$ cat src/rtl/pin_irq_pkg.sv
package pin_irq_pkg;

   typedef enum logic [1:0] {
      SENSE_LVL_LOW = 2'd0,
      SENSE_FALL    = 2'd1,
      SENSE_RISE    = 2'd2,
      SENSE_BOTH    = 2'd3
   } sense_e;

   localparam logic [7:0] OFS_NMI_STAT = 8'h00;
   localparam logic [7:0] OFS_NMI_CLR  = 8'h04;
   localparam logic [7:0] OFS_NMI_CFG  = 8'h08;
   localparam logic [7:0] OFS_IRQ_STAT = 8'h10;
   localparam logic [7:0] OFS_IRQ_CLR  = 8'h14;
   localparam logic [7:0] OFS_IRQ_CFG  = 8'h18;

   localparam int REG_W = 32;

   // non-maskable channel: one select bit mapped onto the shared edge codes
   function automatic sense_e nmi_cfg_to_sense(input logic sel);
      return sel ? SENSE_RISE : SENSE_FALL;
   endfunction

endpackage

$ cat src/rtl/pin_sync.sv
module pin_sync #(
   parameter int   WIDTH  = 17,
   parameter int   STAGES = 2,
   parameter logic IDLE   = 1'b1
) (
   input  logic             clk,
   input  logic             rst_n,
   input  logic [WIDTH-1:0] din,
   output logic [WIDTH-1:0] dout
);

   if (STAGES < 2) begin : g_bad_stages
      $error("pin_sync: STAGES must be at least 2");
   end
   if (WIDTH < 1) begin : g_bad_width
      $error("pin_sync: WIDTH must be at least 1");
   end

   logic [WIDTH-1:0] stg_q [STAGES];

   for (genvar s = 0; s < STAGES; s++) begin : g_stage
      if (s == 0) begin : g_first
         always_ff @(posedge clk or negedge rst_n) begin
            if (!rst_n) stg_q[s] <= {WIDTH{IDLE}};
            else        stg_q[s] <= din;
         end
      end else begin : g_next
         always_ff @(posedge clk or negedge rst_n) begin
            if (!rst_n) stg_q[s] <= {WIDTH{IDLE}};
            else        stg_q[s] <= stg_q[s-1];
         end
      end
   end

   assign dout = stg_q[STAGES-1];

endmodule

$ cat src/rtl/chan_detect.sv
module chan_detect
   import pin_irq_pkg::*;
#(
   parameter bit   ALLOW_LEVEL = 1'b1,
   parameter logic IDLE        = 1'b1
) (
   input  logic   clk,
   input  logic   rst_n,
   input  logic   pin_s,
   input  sense_e sense,
   input  logic   clr,
   output logic   hit,
   output logic   flag
);

   logic prev_q;
   logic flag_q;
   logic flag_d;
   logic rise;
   logic fall;
   logic lvl_mode;

   always_ff @(posedge clk or negedge rst_n) begin
      if (!rst_n) prev_q <= IDLE;
      else        prev_q <= pin_s;
   end

   assign rise = pin_s & ~prev_q;
   assign fall = ~pin_s & prev_q;

   always_comb begin
      unique case (sense)
         SENSE_FALL:    hit = fall;
         SENSE_RISE:    hit = rise;
         SENSE_BOTH:    hit = rise | fall;
         default:       hit = 1'b0;
      endcase
   end

   if (ALLOW_LEVEL) begin : g_level
      assign lvl_mode = (sense == SENSE_LVL_LOW);
   end else begin : g_edge_only
      assign lvl_mode = 1'b0;
   end

   // an edge in the clear cycle wins; level mode ignores clears
   always_comb begin
      if (lvl_mode) flag_d = ~pin_s;
      else          flag_d = hit | (flag_q & ~clr);
   end

   always_ff @(posedge clk or negedge rst_n) begin
      if (!rst_n) flag_q <= 1'b0;
      else        flag_q <= flag_d;
   end

   assign flag = flag_q;

endmodule

$ cat src/rtl/pin_irq_regs.sv
module pin_irq_regs
   import pin_irq_pkg::*;
#(
   parameter int NUM_CH = 16,
   parameter int ADDR_W = 8
) (
   input  logic                  clk,
   input  logic                  rst_n,
   input  logic                  wr_en,
   input  logic [ADDR_W-1:0]     addr,
   input  logic [REG_W-1:0]      wdata,
   output logic [REG_W-1:0]      rdata,
   input  logic                  nmi_flag,
   input  logic [NUM_CH-1:0]     irq_flag,
   output logic                  nmi_cfg,
   output logic [2*NUM_CH-1:0]   irq_cfg,
   output logic                  nmi_clr,
   output logic [NUM_CH-1:0]     irq_clr
);

   localparam int CFG_W = 2 * NUM_CH;

   logic sel_nmi_stat, sel_nmi_clr, sel_nmi_cfg;
   logic sel_irq_stat, sel_irq_clr, sel_irq_cfg;
   logic unused_wdata;

   assign sel_nmi_stat = (addr == ADDR_W'(OFS_NMI_STAT));
   assign sel_nmi_clr  = (addr == ADDR_W'(OFS_NMI_CLR));
   assign sel_nmi_cfg  = (addr == ADDR_W'(OFS_NMI_CFG));
   assign sel_irq_stat = (addr == ADDR_W'(OFS_IRQ_STAT));
   assign sel_irq_clr  = (addr == ADDR_W'(OFS_IRQ_CLR));
   assign sel_irq_cfg  = (addr == ADDR_W'(OFS_IRQ_CFG));
   assign unused_wdata = ^wdata;

   always_ff @(posedge clk or negedge rst_n) begin
      if (!rst_n) begin
         nmi_cfg <= 1'b0;
         irq_cfg <= '0;
      end else if (wr_en) begin
         if (sel_nmi_cfg) nmi_cfg <= wdata[0];
         if (sel_irq_cfg) irq_cfg <= wdata[CFG_W-1:0];
      end
   end

   assign nmi_clr = wr_en & sel_nmi_clr & wdata[0];
   assign irq_clr = (wr_en & sel_irq_clr) ? wdata[NUM_CH-1:0] : '0;

   always_comb begin
      rdata = '0;
      if (sel_nmi_stat) rdata[0] = nmi_flag;
      if (sel_nmi_cfg)  rdata[0] = nmi_cfg;
      if (sel_irq_stat) rdata[NUM_CH-1:0] = irq_flag;
      if (sel_irq_cfg)  rdata[CFG_W-1:0] = irq_cfg;
   end

endmodule

$ cat src/rtl/ext_pin_irq_detect.sv
module ext_pin_irq_detect
   import pin_irq_pkg::*;
#(
   parameter int   NUM_CH      = 16,
   parameter int   SYNC_STAGES = 2,
   parameter int   ADDR_W      = 8,
   parameter logic PIN_IDLE    = 1'b1
) (
   input  logic              clk,
   input  logic              rst_n,
   input  logic              nmi_pin,
   input  logic [NUM_CH-1:0] irq_pins,
   input  logic              reg_wr_en,
   input  logic [ADDR_W-1:0] reg_addr,
   input  logic [31:0]       reg_wdata,
   output logic [31:0]       reg_rdata,
   output logic              nmi_req,
   output logic [NUM_CH-1:0] irq_req
);

   localparam int NPIN = NUM_CH + 1;

   if (NUM_CH < 1 || 2 * NUM_CH > REG_W) begin : g_bad_ch
      $error("ext_pin_irq_detect: NUM_CH must be 1..16");
   end
   if (ADDR_W < 8) begin : g_bad_addr
      $error("ext_pin_irq_detect: ADDR_W must be at least 8");
   end

   logic [NPIN-1:0]     pins_s;
   logic                nmi_cfg;
   logic [2*NUM_CH-1:0] irq_cfg_w;
   logic                nmi_clr;
   logic [NUM_CH-1:0]   irq_clr;
   logic                nmi_flag;
   logic                nmi_hit;
   logic [NUM_CH-1:0]   irq_flag;
   logic [NUM_CH-1:0]   irq_hit_w;
   sense_e              nmi_sense;

   pin_sync #(
      .WIDTH  (NPIN),
      .STAGES (SYNC_STAGES),
      .IDLE   (PIN_IDLE)
   ) u_sync (
      .clk   (clk),
      .rst_n (rst_n),
      .din   ({nmi_pin, irq_pins}),
      .dout  (pins_s)
   );

   pin_irq_regs #(
      .NUM_CH (NUM_CH),
      .ADDR_W (ADDR_W)
   ) u_regs (
      .clk      (clk),
      .rst_n    (rst_n),
      .wr_en    (reg_wr_en),
      .addr     (reg_addr),
      .wdata    (reg_wdata),
      .rdata    (reg_rdata),
      .nmi_flag (nmi_flag),
      .irq_flag (irq_flag),
      .nmi_cfg  (nmi_cfg),
      .irq_cfg  (irq_cfg_w),
      .nmi_clr  (nmi_clr),
      .irq_clr  (irq_clr)
   );

   assign nmi_sense = nmi_cfg_to_sense(nmi_cfg);

   chan_detect #(
      .ALLOW_LEVEL (1'b0),
      .IDLE        (PIN_IDLE)
   ) u_nmi (
      .clk   (clk),
      .rst_n (rst_n),
      .pin_s (pins_s[NUM_CH]),
      .sense (nmi_sense),
      .clr   (nmi_clr),
      .hit   (nmi_hit),
      .flag  (nmi_flag)
   );

   for (genvar i = 0; i < NUM_CH; i++) begin : g_ch
      chan_detect #(
         .ALLOW_LEVEL (1'b1),
         .IDLE        (PIN_IDLE)
      ) u_det (
         .clk   (clk),
         .rst_n (rst_n),
         .pin_s (pins_s[i]),
         .sense (sense_e'(irq_cfg_w[2*i +: 2])),
         .clr   (irq_clr[i]),
         .hit   (irq_hit_w[i]),
         .flag  (irq_flag[i])
      );
   end

   logic unused_nmi_hit;
   assign unused_nmi_hit = nmi_hit;

   assign nmi_req = nmi_flag;
   assign irq_req = irq_flag;

endmodule

$ cat config.mk
export PLATFORM = sky130hd
export DESIGN_NAME = ext_pin_irq_detect
export DESIGN_NICKNAME = d
export VERILOG_FILES = /design/src/rtl/pin_irq_pkg.sv /design/src/rtl/pin_sync.sv /design/src/rtl/chan_detect.sv /design/src/rtl/pin_irq_regs.sv /design/src/rtl/ext_pin_irq_detect.sv
export SDC_FILE = /design/constraint.sdc
export NUM_CORES = 1
export LEC_CHECK = 0
export BUFFER_PORTS_ARGS = -buffer_cell sky130_fd_sc_hd__buf_4
export CORE_MARGIN = 1.5
export CORE_UTILIZATION = 50
export CTS_CLUSTER_DIAMETER = 60
export DETAILED_ROUTE_END_ITERATION = 8
export GPL_TIMING_DRIVEN = 1
export PLACE_DENSITY = 0.75
export SYNTH_ARGS = -nofsm -noshare
export SYNTH_HDL_FRONTEND = slang
export SYNTH_HIERARCHICAL = 1
export SYNTH_SLANG_ARGS = --single-unit
$ cat constraint.sdc
create_clock -name clk -period 1.9 [get_ports clk]
set_clock_uncertainty 0.1 [all_clocks]
set_input_delay 0.19 -clock clk [delete_from_list [all_inputs] [get_ports clk]]
set_output_delay 0.19 -clock clk [all_outputs]
set_load 0.02 [all_outputs]
# After elaboration in Yosys (flattened, before gate mapping)
# Index checks and enable logic that the tools add are counted.
# totals
register_bits	101
in_bits	60
# op_classes
eq_ne	56
n_mux	39
n_bitwise	139
reduce_logical	19
# op_table
op	count
2-bit equality test, second input constant	34
1-bit AND	54
1-bit inverter	51
1-bit case mux with 3 select lines	17
2-bit by 1-bit equality test with 1-bit output, second input constant	17
1-bit OR	34
2-bit zero test	16
16-bit 2-to-1 mux	2
32-bit 2-to-1 mux	1
8-bit by 5-bit equality test with 1-bit output, second input constant	3
1-bit 2-to-1 mux	18
8-bit by 3-bit equality test with 1-bit output, second input constant	1
8-bit by 4-bit equality test with 1-bit output, second input constant	1
8-bit zero test	1
2-bit AND reduction	2
2-bit 2-to-1 mux	1

# Longest topological paths before layout
# logic_depth
ltp_word	7
mapped_depth	8

# By module
# Netlist, hierarchy kept.
# modules_own_cells
mod	n_inst	cells_each	area_each_um2
chan_detect (g_ch[0].u_det ...)	16	16	152.6
pin_irq_regs	1	152	1909.3
pin_sync	1	51	1021.0
chan_detect (u_nmi)	1	13	122.6
ext_pin_irq_detect	1	1	3.8

# Worst setup path before layout
# No wires, ideal clock.
# synth_path
kind	input to register
start	input reg_addr[1]
end	register g_ch[1].u_det.flag_q
t_arrival_ns	1.564
slack_ns	0.110
cell_stages	7
n_path_buf	1
cell_sequence	nor3b_1 and3_2 clkbuf_1 and2_1 nand2b_1 nand2_1 o32a_1
# synth_between
elab_chain_cells	7
# synth_rtl
item	line_no	rtl
from (decl)	ext_pin_irq_detect.sv:14	input logic [ADDR_W-1:0] reg_addr,
8-bit by 5-bit equality test with 1-bit output	pin_irq_regs.sv:31	assign sel_irq_clr = (addr == ADDR_W'(OFS_IRQ_CLR));
1-bit AND	pin_irq_regs.sv:46	assign irq_clr = (wr_en & sel_irq_clr) ? wdata[NUM_CH-1:0] : '0;
16-bit 2-to-1 mux	pin_irq_regs.sv:46	
via irq_clr[1]	ext_pin_irq_detect.sv:34	logic [NUM_CH-1:0] irq_clr;
1-bit inverter	chan_detect.sv:49	else flag_d = hit | (flag_q & ~clr);
1-bit AND	chan_detect.sv:49	
1-bit OR	chan_detect.sv:49	
1-bit 2-to-1 mux	chan_detect.sv:48	if (lvl_mode) flag_d = ~pin_s;
via g_ch[1].u_det.flag_d	chan_detect.sv:18	logic flag_d;
to (signal assigned)	chan_detect.sv:54	else flag_q <= flag_d;
to (decl)	chan_detect.sv:17	logic flag_q;
# The timed path passes the listed nets, and every way through them passes these cells.
# A chain may end at the register's enable or synchronous reset.

# Worst setup path after layout
# layout_path
start	input reg_addr[5]
end	output reg_rdata[28]
# layout_between
elab_chain_cells	2
# layout_rtl
item	line_no	rtl
8-bit by 5-bit equality test with 1-bit output	pin_irq_regs.sv:32	assign sel_irq_cfg = (addr == ADDR_W'(OFS_IRQ_CFG));
32-bit 2-to-1 mux	pin_irq_regs.sv:53	if (sel_irq_cfg) rdata[CFG_W-1:0] = irq_cfg;
to (decl)	ext_pin_irq_detect.sv:16	output logic [31:0] reg_rdata,
# No other way between the ends.

==> summary.md <==
| Metric | Value |
|---|---|
| Status | finished, final reports clean |
| Crit-path max FO | 16 |
| TritonRoute pass-1 iters | 4 |
| Pint | 3370 uW |
| DR vias | 3514 |
| First-pass GRT wire length | 18000 um |
| Die width | 106 um |
| PostCTS Resize Cnt | 0 |
| Die H | 106 um |
| CTS Sinks | 101 |
| Placed Instance Area | 6230 um^2 |
| Crit-path slowest cell | nor4b_4 |
| Slew HR | 0.640 |
| Least-Margin Pin Slew | 539 ps |
| Post-Route Setup TNS | 0 ps |
| Post-Syn Area per Cell | 12.4 um^2 |
| Sw Share | 0.242 |
| Period minus WS final | 1790 ps |
| Mapped Cells | 424 |
| Area delta synth->final | 31.5% |
| Vias in the first global route | 3823 |
| Net count after synthesis | 518 |
| Hold Crit Class | primary input to register |
| Hold Vio Cnt, Final | 0 |
| Fin worst setup slack | 115 ps |
| TritonCTS Buffers | 9 |
| Final instance area | 6940 um^2 |
| Fin cells | 722 |
| Setup violators final | 0 |
| # DRC | 0 |
| Yosys warns | 6 |
| Final wirelength | 10600 um |
| Critical-path cell list | buf_4 > nor4b_4 > buf_4 > and3_1 > buf_12 > and2_1 > buf_4 |
| Avg Vias per Cell | 4.87 |
| CP Data Required Time | 1610 ps |
| CTS root buf | clkbuf_8 |
| Worst setup SP type | primary input |
| Antenna violations before repair | 0 |
| RSZ-0062 raised after global routing | false |
| GRT overflow | 0 |
| Syn Std Cell Area | 5270 um^2 |
| ANT nets after route | 0 |
| Maxcap violations | 0 |
| NetSw | 1080 uW |
| Total track usage | 0.204 |
| Crit Path Class | primary input to primary output |
| Std cell rows | 37 |
| Share of power burned in combinational logic | 0.146 |
| Setup crit end kind | primary output |
| # port buffers | 108 |
| Htree depth | 3 |
| I/O pin total | 109 |
| Pleak | 0.00342 uW |
| Most used cell, CP | buf_4 |
| Share of cells above drive strength 1 | 0.411 |
| Placed insts | 656 |
| CTS tree | yes |
| Die area | 11200 um^2 |
| Worst skew pair latency | 360 ps |
| Starting Density | 0.513 |
| Crit path DAT | 1500 ps |
| Final period util | 0.940 |
| N_diodes | 0 |
| Placer congestion estimate | 0.763 |
| Avg WL per Cell | 14.6 um |
| Post-CTS Setup Inserts | 0 |
| Crit path largest cell delay | 320 ps |
| Fmax | 560 MHz |
| Final core utilization | 0.675 |
| Clk pwr share | 0.313 |
| Clock Tree Buf Depth | 2 |
| Final net count | 675 |
| VDD IR max | 0.000460 V |
| Clk slew on worst S/H paths | 90 ps |
| Largest net degree at the start of global routing | 42 |
| Reg power frac | 0.541 |
| Initial DRC Count | 130 |
| Final Slew Violations | 0 |
| Hpwl dp | 7380 um |
| Placeable Area | 10300 um^2 |
| Setup WS pre-CTS | 6.31 ps |
| PD cells | 642 nW/um^2 |
## final timing paths
kind                                                  end  slack [ps]                       start  cells past startpoint
max                                         reg_rdata[28]         110                 reg_addr[5]                      7
min                            u_regs/nmi_cfg$_DFFE_PN0P_         150                 reg_addr[2]                      4
max reg2reg                  g_ch[2].u_det/flag$_DFF_PN0_         360    u_sync/dout[2]$_DFF_PN1_                      4
min reg2reg                     u_sync/dout[12]$_DFF_PN1_         260  u_sync/stg_q[29]$_DFF_PN1_                      0
max in group asynchronous  g_ch[1].u_det/prev_q$_DFF_PN1_         780                       rst_n                      3
min in group asynchronous    g_ch[5].u_det/flag$_DFF_PN0_         240                       rst_n                      2
## layout make-up
class / count / area [um^2]
Clock buffer: 13 / 159
Sequential cell: 101 / 2590
Multi-Input combinational cell: 262 / 2360
Clock inverter: 3 / 45.0
Fill cell: 740 / 3340
Tap cell: 136 / 170
Inverter: 36 / 135
Timing Repair Buffer: 171 / 1470
## critical path, delay by kind of cell
kind	cells	cell delay, ps
buffers and inverters	4	600
and+or+nand+nor	3	680
## stage by stage
step                      hold slack [ps]  power [uW]
after floorplan                      -206        2760
after global placement                107        2980
after detailed placement              111        3020
after CTS                             132        4520
after global routing                  148        4680
final                                 146        4450
## state kept, by name, indices dropped and copies added (netlist names)
signal / count
u_sync/dout: 17
u_sync/stg_q: 17
u_regs/irq_cfg: 32
g_ch.u_det/prev_q: 16
u_nmi/prev_q: 1
u_regs/nmi_cfg: 1
g_ch.u_det/flag: 16
u_nmi/flag: 1
## power by group through the flow
stage | logic [uW] | clock network [uW] | registers [uW]
6_report | 652 | 1390 | 2410
4_1_cts | 658 | 1450 | 2410
3_5_place_dp | 573 | 0 | 2440
5_1_grt | 713 | 1530 | 2430
3_3_place_gp | 549 | 0 | 2440
2_1_floorplan | 321 | 0 | 2440
## routing by layer
metal	GRT usage	wire length, um	share of wire
met3	0.0297	350	0.033
met1	0.254	4530	0.43
met2	0.353	5450	0.52
met4	0.0859	229	0.022
met5	0	0	0
## placed cells by master (no fill, tap or decap), drive strengths merged, types with 15 or more instances in the layout
cell         count
a2bb2oi         16
and2            32
buf            121
dfrtp           50
dfstp           51
dlygate4sd3     50
ha              34
inv             36
mux2            35
mux2i           15
nand2           17
nand2b          16
nor2            16
nor2b           52
o32a            16
## repair_timing
action                                  in CTS  in global routing
endpoints found under the setup margin       0                  0
endpoints found under the hold margin       67                  0
hold buffers                                50                  0
(Power assumes the default switching activity.)
